`src/rtl/rtc_pkg.sv`:
```
package rtc_pkg;

    typedef enum logic [1:0] {
        ST_FRESH = 2'd0,
        ST_RUN   = 2'd1,
        ST_HALT  = 2'd2
    } rtc_state_e;

    localparam int ADDR_W = 4;

    localparam logic [ADDR_W-1:0] RA_LOAD   = 4'd0;
    localparam logic [ADDR_W-1:0] RA_MATCH  = 4'd1;
    localparam logic [ADDR_W-1:0] RA_CTRL   = 4'd2;
    localparam logic [ADDR_W-1:0] RA_MASK   = 4'd3;
    localparam logic [ADDR_W-1:0] RA_RAW    = 4'd4;
    localparam logic [ADDR_W-1:0] RA_MASKED = 4'd5;
    localparam logic [ADDR_W-1:0] RA_CLEAR  = 4'd6;
    localparam logic [ADDR_W-1:0] RA_COUNT  = 4'd7;
    localparam logic [ADDR_W-1:0] RA_VALUE  = 4'd8;

endpackage

```
`src/rtl/rtc_edge_sync.sv`:
```
module rtc_edge_sync #(
    parameter int STAGES = 2
) (
    input  logic clk,
    input  logic rst_n,
    input  logic async_in,
    output logic rise
);
    // STAGES synchroniser flops followed by one history flop
    logic [STAGES:0] shreg;

    always_ff @(posedge clk or negedge rst_n) begin
        if (!rst_n) begin
            shreg <= '0;
        end else begin
            shreg <= {shreg[STAGES-1:0], async_in};
        end
    end

    assign rise = shreg[STAGES-1] & ~shreg[STAGES];
endmodule

```
`src/rtl/rtc_prescaler.sv`:
```
module rtc_prescaler #(
    parameter int DIV = 32768
) (
    input  logic clk,
    input  logic rst_n,
    input  logic clear,
    input  logic step_in,
    output logic tick
);
    generate
        if (DIV <= 1) begin : g_pass
            assign tick = step_in & ~clear;
        end else begin : g_div
            localparam int PW = $clog2(DIV);
            localparam logic [PW-1:0] LAST = PW'(DIV - 1);

            logic [PW-1:0] phase;

            assign tick = step_in & ~clear & (phase == LAST);

            always_ff @(posedge clk or negedge rst_n) begin
                if (!rst_n) begin
                    phase <= '0;
                end else if (clear) begin
                    phase <= '0;
                end else if (step_in) begin
                    phase <= (phase == LAST) ? '0 : phase + 1'b1;
                end
            end
        end
    endgenerate
endmodule

```
`src/rtl/rtc_count_fsm.sv`:
```
module rtc_count_fsm
    import rtc_pkg::*;
#(
    parameter int W = 32
) (
    input  logic         clk,
    input  logic         rst_n,
    input  logic         enable,
    input  logic         tick,
    input  logic [W-1:0] preload,
    output rtc_state_e   state,
    output logic [W-1:0] count,
    output logic         step,
    output logic         running
);
    rtc_state_e nxt_state;

    // state register
    always_ff @(posedge clk or negedge rst_n) begin
        if (!rst_n) begin
            state <= ST_FRESH;
        end else begin
            state <= nxt_state;
        end
    end

    // transitions
    always_comb begin
        nxt_state = state;
        unique case (state)
            ST_FRESH: if (enable)  nxt_state = ST_RUN;
            ST_RUN:   if (!enable) nxt_state = ST_HALT;
            ST_HALT:  if (enable)  nxt_state = ST_RUN;
            default:  nxt_state = ST_FRESH;
        endcase
    end

    // outputs
    assign running = (state == ST_RUN);
    assign step    = running & enable & tick;

    always_ff @(posedge clk or negedge rst_n) begin
        if (!rst_n) begin
            count <= '0;
        end else begin
            unique case (state)
                ST_FRESH: if (enable) count <= W'(1);
                ST_RUN:   if (step)   count <= count + W'(1);
                ST_HALT:  if (enable) count <= preload;
                default:  count <= count;
            endcase
        end
    end
endmodule

```
`src/rtl/rtc_second_counter.sv`:
```
module rtc_second_counter
    import rtc_pkg::*;
#(
    parameter int COUNT_W   = 32,
    parameter int DIV       = 32768,
    parameter int SYNC_STGS = 2
) (
    input  logic              clk,
    input  logic              rst_n,
    input  logic              slow_clk,
    input  logic              wr_en,
    input  logic [3:0]        wr_addr,
    input  logic [COUNT_W-1:0] wr_data,
    input  logic [3:0]        rd_addr,
    output logic [COUNT_W-1:0] rd_data,
    output logic              match_flag,
    output logic              irq
);
    logic               slow_rise;
    logic               sec_tick;
    logic               cnt_step;
    logic               running;
    rtc_state_e         cur_state;
    logic [COUNT_W-1:0] count_q;
    logic [COUNT_W-1:0] load_q;
    logic [COUNT_W-1:0] match_q;
    logic               en_q;
    logic               mask_q;
    logic               raw_q;
    logic               hit;
    logic               clr_req;

    rtc_edge_sync #(.STAGES(SYNC_STGS)) u_sync (
        .clk      (clk),
        .rst_n    (rst_n),
        .async_in (slow_clk),
        .rise     (slow_rise)
    );

    rtc_prescaler #(.DIV(DIV)) u_pre (
        .clk     (clk),
        .rst_n   (rst_n),
        .clear   (~running),
        .step_in (slow_rise),
        .tick    (sec_tick)
    );

    rtc_count_fsm #(.W(COUNT_W)) u_fsm (
        .clk     (clk),
        .rst_n   (rst_n),
        .enable  (en_q),
        .tick    (sec_tick),
        .preload (load_q),
        .state   (cur_state),
        .count   (count_q),
        .step    (cnt_step),
        .running (running)
    );

    // writable registers
    always_ff @(posedge clk or negedge rst_n) begin
        if (!rst_n) begin
            load_q  <= '0;
            match_q <= '0;
            en_q    <= 1'b0;
            mask_q  <= 1'b0;
        end else if (wr_en) begin
            unique case (wr_addr)
                RA_LOAD:  load_q  <= wr_data;
                RA_MATCH: match_q <= wr_data;
                RA_CTRL:  en_q    <= wr_data[0];
                RA_MASK:  mask_q  <= wr_data[0];
                default:  ;
            endcase
        end
    end

    // status: a match step wins over a clear in the same cycle
    assign hit     = cnt_step & ((count_q + COUNT_W'(1)) == match_q);
    assign clr_req = wr_en & (wr_addr == RA_CLEAR) & wr_data[0];

    always_ff @(posedge clk or negedge rst_n) begin
        if (!rst_n) begin
            raw_q <= 1'b0;
        end else if (hit) begin
            raw_q <= 1'b1;
        end else if (clr_req) begin
            raw_q <= 1'b0;
        end
    end

    assign match_flag = raw_q;
    assign irq        = raw_q & mask_q;

    always_comb begin
        rd_data = '0;
        unique case (rd_addr)
            RA_LOAD:   rd_data = load_q;
            RA_MATCH:  rd_data = match_q;
            RA_CTRL:   rd_data[0] = en_q;
            RA_MASK:   rd_data[0] = mask_q;
            RA_RAW:    rd_data[0] = raw_q;
            RA_MASKED: rd_data[0] = raw_q & mask_q;
            RA_COUNT:  rd_data = count_q;
            RA_VALUE:  rd_data = count_q;
            default:   rd_data = '0;
        endcase
    end
endmodule

```
`config.mk`:
```
export PLATFORM = sky130hd
export DESIGN_NAME = rtc_second_counter
export DESIGN_NICKNAME = d
export VERILOG_FILES = /design/src/rtl/rtc_pkg.sv /design/src/rtl/rtc_edge_sync.sv /design/src/rtl/rtc_prescaler.sv /design/src/rtl/rtc_count_fsm.sv /design/src/rtl/rtc_second_counter.sv
export SDC_FILE = /design/constraint.sdc
export NUM_CORES = 1
export LEC_CHECK = 0
export BUFFER_PORTS_ARGS = -buffer_cell sky130_fd_sc_hd__buf_2
export CAP_MARGIN = 20
export CELL_PAD_IN_SITES_DETAIL_PLACEMENT = 0
export CELL_PAD_IN_SITES_GLOBAL_PLACEMENT = 1
export CORE_MARGIN = 2
export CORE_UTILIZATION = 45
export DETAILED_ROUTE_END_ITERATION = 8
export GPL_TIMING_DRIVEN = 0
export PLACE_DENSITY_LB_ADDON = 0.12
export SYNTH_ARGS = -nofsm -noshare
export SYNTH_HDL_FRONTEND = slang
export SYNTH_HIERARCHICAL = 1
export SYNTH_SLANG_ARGS = --single-unit
```
`constraint.sdc`:
```
create_clock -name clk -period 9.7 [get_ports clk]
set_input_delay 0.97 -clock clk [delete_from_list [all_inputs] [get_ports clk]]
set_output_delay 0.97 -clock clk [all_outputs]
set_load 0.02 [all_outputs]
```
* Word-level counts from Yosys, hierarchy flattened
Cells that the tools add are included.
** Operators by class
- Add/subtract/negate cells :: 2
- Equal/unequal tests :: 21
- Mux-type cells :: 14
- Bitwise logic cells :: 10
- Reductions and logical operators :: 13
** Operator list (number)
- $mux 32 :: 3
- $pmux 32 s3 :: 1
- $pmux 31 s3 :: 1
- $mux 15 :: 3
- $add 32x1->32 const B :: 1
- $eq 32x32->1 :: 1
- $eq 4x2->1 const B :: 4
- $eq 4x3->1 const B :: 4
- $add 15x1->15 const B :: 1
- $eq 15x15->1 const B :: 1
- $ne 2x2->1 const B :: 5
- $reduce_and 2->1 :: 5
- $and 1x1->1 :: 9
- $eq 4x1->1 const B :: 2
- $logic_not 4->1 :: 2
- $pmux 1 s7 :: 1
- $eq 4x4->1 const B :: 1
- $mux 2 :: 2
- $pmux 2 s2 :: 1
- $reduce_and 4->1 :: 1
- $reduce_or 2->1 :: 2
- $reduce_bool 3->1 :: 1
- $eq 2x1->1 const B :: 1
- $eq 2x2->1 const B :: 1
- 5 further kinds :: 6
** Word-level totals
- Bits in registers :: 119
- Input bits :: 44
- Output and inout port bits :: 34
- Word-level logic and storage cells :: 69

* Logic depth before layout (Yosys ltp)
- Word-level depth :: 7
- Gate-level depth with buffers :: 12
- Mapped depth without buffers :: 11

* Cells and area by module
Netlist, hierarchy kept.
** Modules (own cells, without submodules)
- rtc_second_counter :: instances 1, cells each 412, area an instance 4275.4 um^2
- rtc_count_fsm :: instances 1, cells each 289, area an instance 2343.5 um^2
- rtc_prescaler :: instances 1, cells each 93, area an instance 894.6 um^2
- rtc_edge_sync :: instances 1, cells each 4, area an instance 88.8 um^2

* Worst setup path before layout
Ideal clock, no wire load.
- Path type :: flip-flop to flip-flop
- Start point :: register u_pre.g_div.phase[0]
- End point :: register raw_q (netlist: match_flag)
- Setup time :: 0.076 ns
- Data arrival time :: 2.965 ns
- Slack :: 6.658 ns
- Cell stages (with the launch flop) :: 12
- Buffers on the path :: 1
- Clock period less this slack :: 3.042 ns
- Cell sequence :: dfrtp_1 -> ha_1 -> and4_4 -> and4_1 -> buf_2 -> and3_1 -> and3_1 -> and3_1 -> o2111ai_1 -> or4_2 -> or4_1 -> o21ai_1
** On the way
- Longest elaborated chain between the ends :: 5
- Elaborated cells between the ends (all ways) :: 6
- Classes of those cells :: eq/ne: 1; mux: 1; bitwise: 3; reduce/logical: 1
** RTL lines
- from (decl) :: RTL line rtc_prescaler.sv:17 : logic [PW-1:0] phase;
- from (signal assigned) :: RTL line rtc_prescaler.sv:27 : phase <= (phase == LAST) ? '0 : phase + 1'b1;
- $eq 15x15->1 (*) :: RTL line rtc_prescaler.sv:19 : assign tick = step_in & ~clear & (phase == LAST);
- $and 1x1->1 (*) :: RTL line rtc_prescaler.sv:19
- named net sec_tick :: RTL line rtc_second_counter.sv:20 : logic sec_tick;
- $and 1x1->1 (*) :: RTL line rtc_count_fsm.sv:40 : assign step = running & enable & tick;
- named net cnt_step :: RTL line rtc_second_counter.sv:21 : logic cnt_step;
- $and 1x1->1 (*) :: RTL line rtc_second_counter.sv:79 : assign hit = cnt_step & ((count_q + COUNT_W'(1)) == match_q);
- $mux 1 / $reduce_bool 2->1 (equally long branches)
- to (signal assigned) :: RTL line rtc_second_counter.sv:84 : raw_q <= 1'b0;
- to (signal assigned) :: RTL line rtc_second_counter.sv:86 : raw_q <= 1'b1;
- to (signal assigned) :: RTL line rtc_second_counter.sv:88 : raw_q <= 1'b0;
- to (decl) :: RTL line rtc_second_counter.sv:29 : logic raw_q;
The timed path passes the listed nets; every way through them passes the cells marked *.
A chain may end at the register's enable or synchronous reset.

* Worst setup path after layout
- Start point :: input port rd_addr[0]
- End point :: output port rd_data[30]
** On the way
- Longest elaborated chain between the ends :: 3
- Elaborated cells between the ends (all ways) :: 6
- Classes of those cells :: eq/ne: 3; mux: 1; reduce/logical: 2
** RTL lines
- from (decl) :: RTL line rtc_second_counter.sv:14 : input logic [3:0] rd_addr,
- $eq 4x4->1 / $eq 4x3->1 (equally long branches) :: RTL line rtc_second_counter.sv:97 : unique case (rd_addr)
- $reduce_or 2->1 (no source line)
- $pmux 31 s3 (*) :: RTL line rtc_second_counter.sv:97
- to (decl) :: RTL line rtc_second_counter.sv:15 : output logic [COUNT_W-1:0] rd_data,
Mark *: on every way between the ends. The rest lies on a longest branch, timed or not.

==> flow_summary_export.csv <==
group,metric,value,unit
clocking,cts_buffer_depth,2,
pwr,ir_drop,0.120,mV
critical_path,crit_fanout,10,
placed_design,place_inst,1096,
yosys,synth_seq_cells,119,
detailed_routing,dr.pass1.iters,5,
placed_design,dp_hpwl,17900,um
cells_and_area,fin_cells,1128,
sta,grt_setup_unrepaired,"false",
worst_hold_path,hp-start,"u_sync/shreg[0]$_DFF_PN0_",
sta,min_period_over_period,42.2,%
cells_and_area,nFillCells,1560,
global_routing,grt_pass1_wl,38900,um
clocking,post_cts_resized,0,
die,coreArea,16500,um2
die,ios,78,
cells_and_area,syn_to_final_growth,17.0,%
sta,relSlewSlack,28.6,%
global_routing,overflow,0,
sta,finalCriticalPeriod,4.10,ns
critical_path,r2r-start,"u_fsm/state[1]$_DFFE_PN0P_",
critical_path,cp-start-kind,"input port",
clocking,numClockSinks,119,
critical_path,r2r_end,"match_flag$_DFFE_PN0P_",
yosys,yosys-top-cells-count,"119 x dfrtp_1, 69 x mux2_2, 56 x nand2_1",
yosys,netlist_area,7600,um2
sta,hold_viol_final,0,
global_routing,grt_use_met3,5.82,%
yosys,ys_seq_area_share,39.2,%
die,start_util,46.0,%
yosys,synthArstFlopShare,100,%
yosys,synth_nets,851,
yosys,synth_most_common_cell,"dfrtp_1",
placed_design,gp_congestion,0.916,
detailed_routing,drt_iter0_drc,752,
critical_path,critPathRequiredTime,8.73,ns
run_status,status,"complete, no violations",
yosys,synth_ff_type,"dfrtp_1",
detailed_routing,drc_errors,0,
sta,worst_pin_slew,1.06,ns
yosys,syn_avg_cell_area,9.53,um2
detailed_routing,wl_per_cell,22.6,um
sta,setup-violations-final,0,
placed_design,port_buffers,77,
worst_hold_path,hold_path_end,"u_sync/shreg[1]$_DFF_PN0_",
cells_and_area,final_nets,948,
run,maxCapViolCount,0,
yosys,netlist_instances,798,
detailed_routing,ant_nets,0,
placed_design,dp_worst_setup_slack,5.67,ns
yosys,yosys.area.top_type,"dfrtp_1",
clocking,clk_pin_slew,0.06,ns
global_routing,use_met1,40.0,%
yosys,yosys-top-cells-area,"dfrtp_1 39%, mux2_2 10%, a222oi_1 4.2%, xnor2_1 3.1%, nand3_1 3.0%",
global_routing,grt_max_degree,67,
yosys,synth_edf_count,0,
cells_and_area,antenna_cells,0,
die,fp-row-count,47,
detailed_routing,postRouteWirelength,25500,um
clocking,cts.hold.buffers_added,0,
global_routing,grt_pass1_vias,6738,
detailed_routing,routed-via-count,7198,
pwr,power.density,224,nW/um2
die,fp.dieW,134,um
global_routing,use_met2,44.5,%
worst_hold_path,hold-path-cell-count,0,
die,die_h,134,um
global_routing,antenna_found_initial,0,
sta,fin_tns_setup,0,ns
sta,slew_violations,0,
sta,holdWs,0.358,ns
worst_hold_path,hold_class,"flop to flop",
cells_and_area,layout-drive-gt1-share,23.5,%
clocking,root_buffer,"clkbuf_16",
clocking,postCtsSetupBuffers,0,
yosys,synth-warning-count,6,
sta,fmax,244,MHz
global_routing,grt_usage,28.6,%
yosys,synth.top_cell.area_share,39.2,%
pwr,p_leak,3.89,nW
global_routing,busiest_layer,"met2",
critical_path,critPathKind,"input port to output port",
clocking,numCtsBuffers,17,
clocking,h-tree-depth,4,
detailed_routing,routed_via_density,6.38,
critical_path,worstRegToRegCells,10,
clocking,clkLatencyLatePin,0.43,ns
sta,setup_ws,5.60,ns
die,dieArea,17900,um2
yosys,yosysUniqueCellTypes,78,
sta,worst_clock_skew,0.0126,ns
critical_path,cp.arrival,3.13,ns
critical_path,cp-end-kind,"output port",
critical_path,ff2ff_setup_slack,5.91,ns
clocking,cts_tree,"built",
-- worst max-delay path by stage --
stage	cells past startpoint	startpoint	end	slack (ns)
finish	7	rd_addr[0]	rd_data[30]	5.60
detailed placement	7	rd_addr[0]	rd_data[30]	5.67
CTS	7	rd_addr[0]	rd_data[30]	5.68
floorplan	11	u_pre/g_div.phase[0]$_DFFE_PN0P_	match_flag$_DFFE_PN0P_	6.66
global route	7	rd_addr[0]	rd_data[20]	5.48
global placement	6	rd_addr[1]	rd_data[30]	5.69
-- layout make-up --
class	count	area [um2]	area share, %
Buffer	42	224	2.52
Tap cell	220	275	3.09
Inverter	45	169	1.90
Multi-Input combinational cell	592	4240	47.6
Clock inverter	15	169	1.90
Sequential cell	119	2980	33.5
Timing Repair Buffer	78	419	4.71
Clock buffer	17	425	4.78
-- flip-flops by register name (all words and copies together), names as in the netlist --
name	flops
load_q	32
match_q	32
u_fsm/count	32
u_pre/g_div.phase	15
u_sync/shreg	3
u_fsm/state	2
en_q	1
mask_q	1
match_flag	1
-- critical path: stages --
cell	delay, ns
buf_2	0.12
nor2b_1	0.16
nor3b_1	0.58
clkbuf_1	0.80
a222oi_1	0.20
inv_1	0.12
buf_2	0.17
-- cells in the final DEF, fill, tap and decap left out, types with 5 or more instances in the layout --
cell	instances
a21oi_1	20
a222oi_1	32
a31oi_1	8
a32oi_1	8
and2_1	8
and3_1	19
and4_1	6
buf_2	83
buf_6	5
clkbuf_1	26
clkbuf_16	17
dfrtp_1	119
ha_1	9
inv_1	45
inv_6	5
mux2_2	69
mux2i_1	5
nand2_1	56
nand2b_1	7
nand3_1	45
nand3b_1	5
nand4_1	25
nor2_1	45
nor2b_1	7
nor3_1	17
nor3b_1	7
nor4_1	14
o21ai_0	41
o311ai_0	9
o31ai_1	5
or3_1	5
xnor2_1	27
xor2_1	17
-- where the power goes --
| part | internal (mW) | switching (mW) | leakage [nW] |
|---|---|---|---|
| clock network | 0.383 | 0.254 | 0.277 |
| registers | 0.595 | 0.169 | 1.53 |
| logic | 0.246 | 0.345 | 2.09 |
-- per-stage QoR --
stage	instance area, um2	utilization (%)	power [mW]
4_1_cts	8900	53.8	1.99
3_5_place_dp	8300	50.2	1.34
3_3_place_gp	8260	50.0	1.33
5_1_grt	8900	53.8	2.09
6_report	8900	53.8	1.99
2_1_floorplan	7600	-	1.12
-- routing by layer --
metal / routed length [um] / up-vias
met5: 0 / -
met4: 529 / 0
met3: 2070 / 32
met2: 11700 / 328
met1: 11200 / 3602
li1: - / 3236
-- cell families after synthesis --
kind of cell             synth area share [%]
flip-flops                               39.2
buffers and inverters                    5.17
AND/OR/NAND/NOR                          22.1
AO/OA/AOI/OAI                            16.2
multiplexers                             10.9
XOR/XNOR                                 5.07
adder cells (fa/ha/maj)                  1.48
Power figures use the tool's default switching activity.
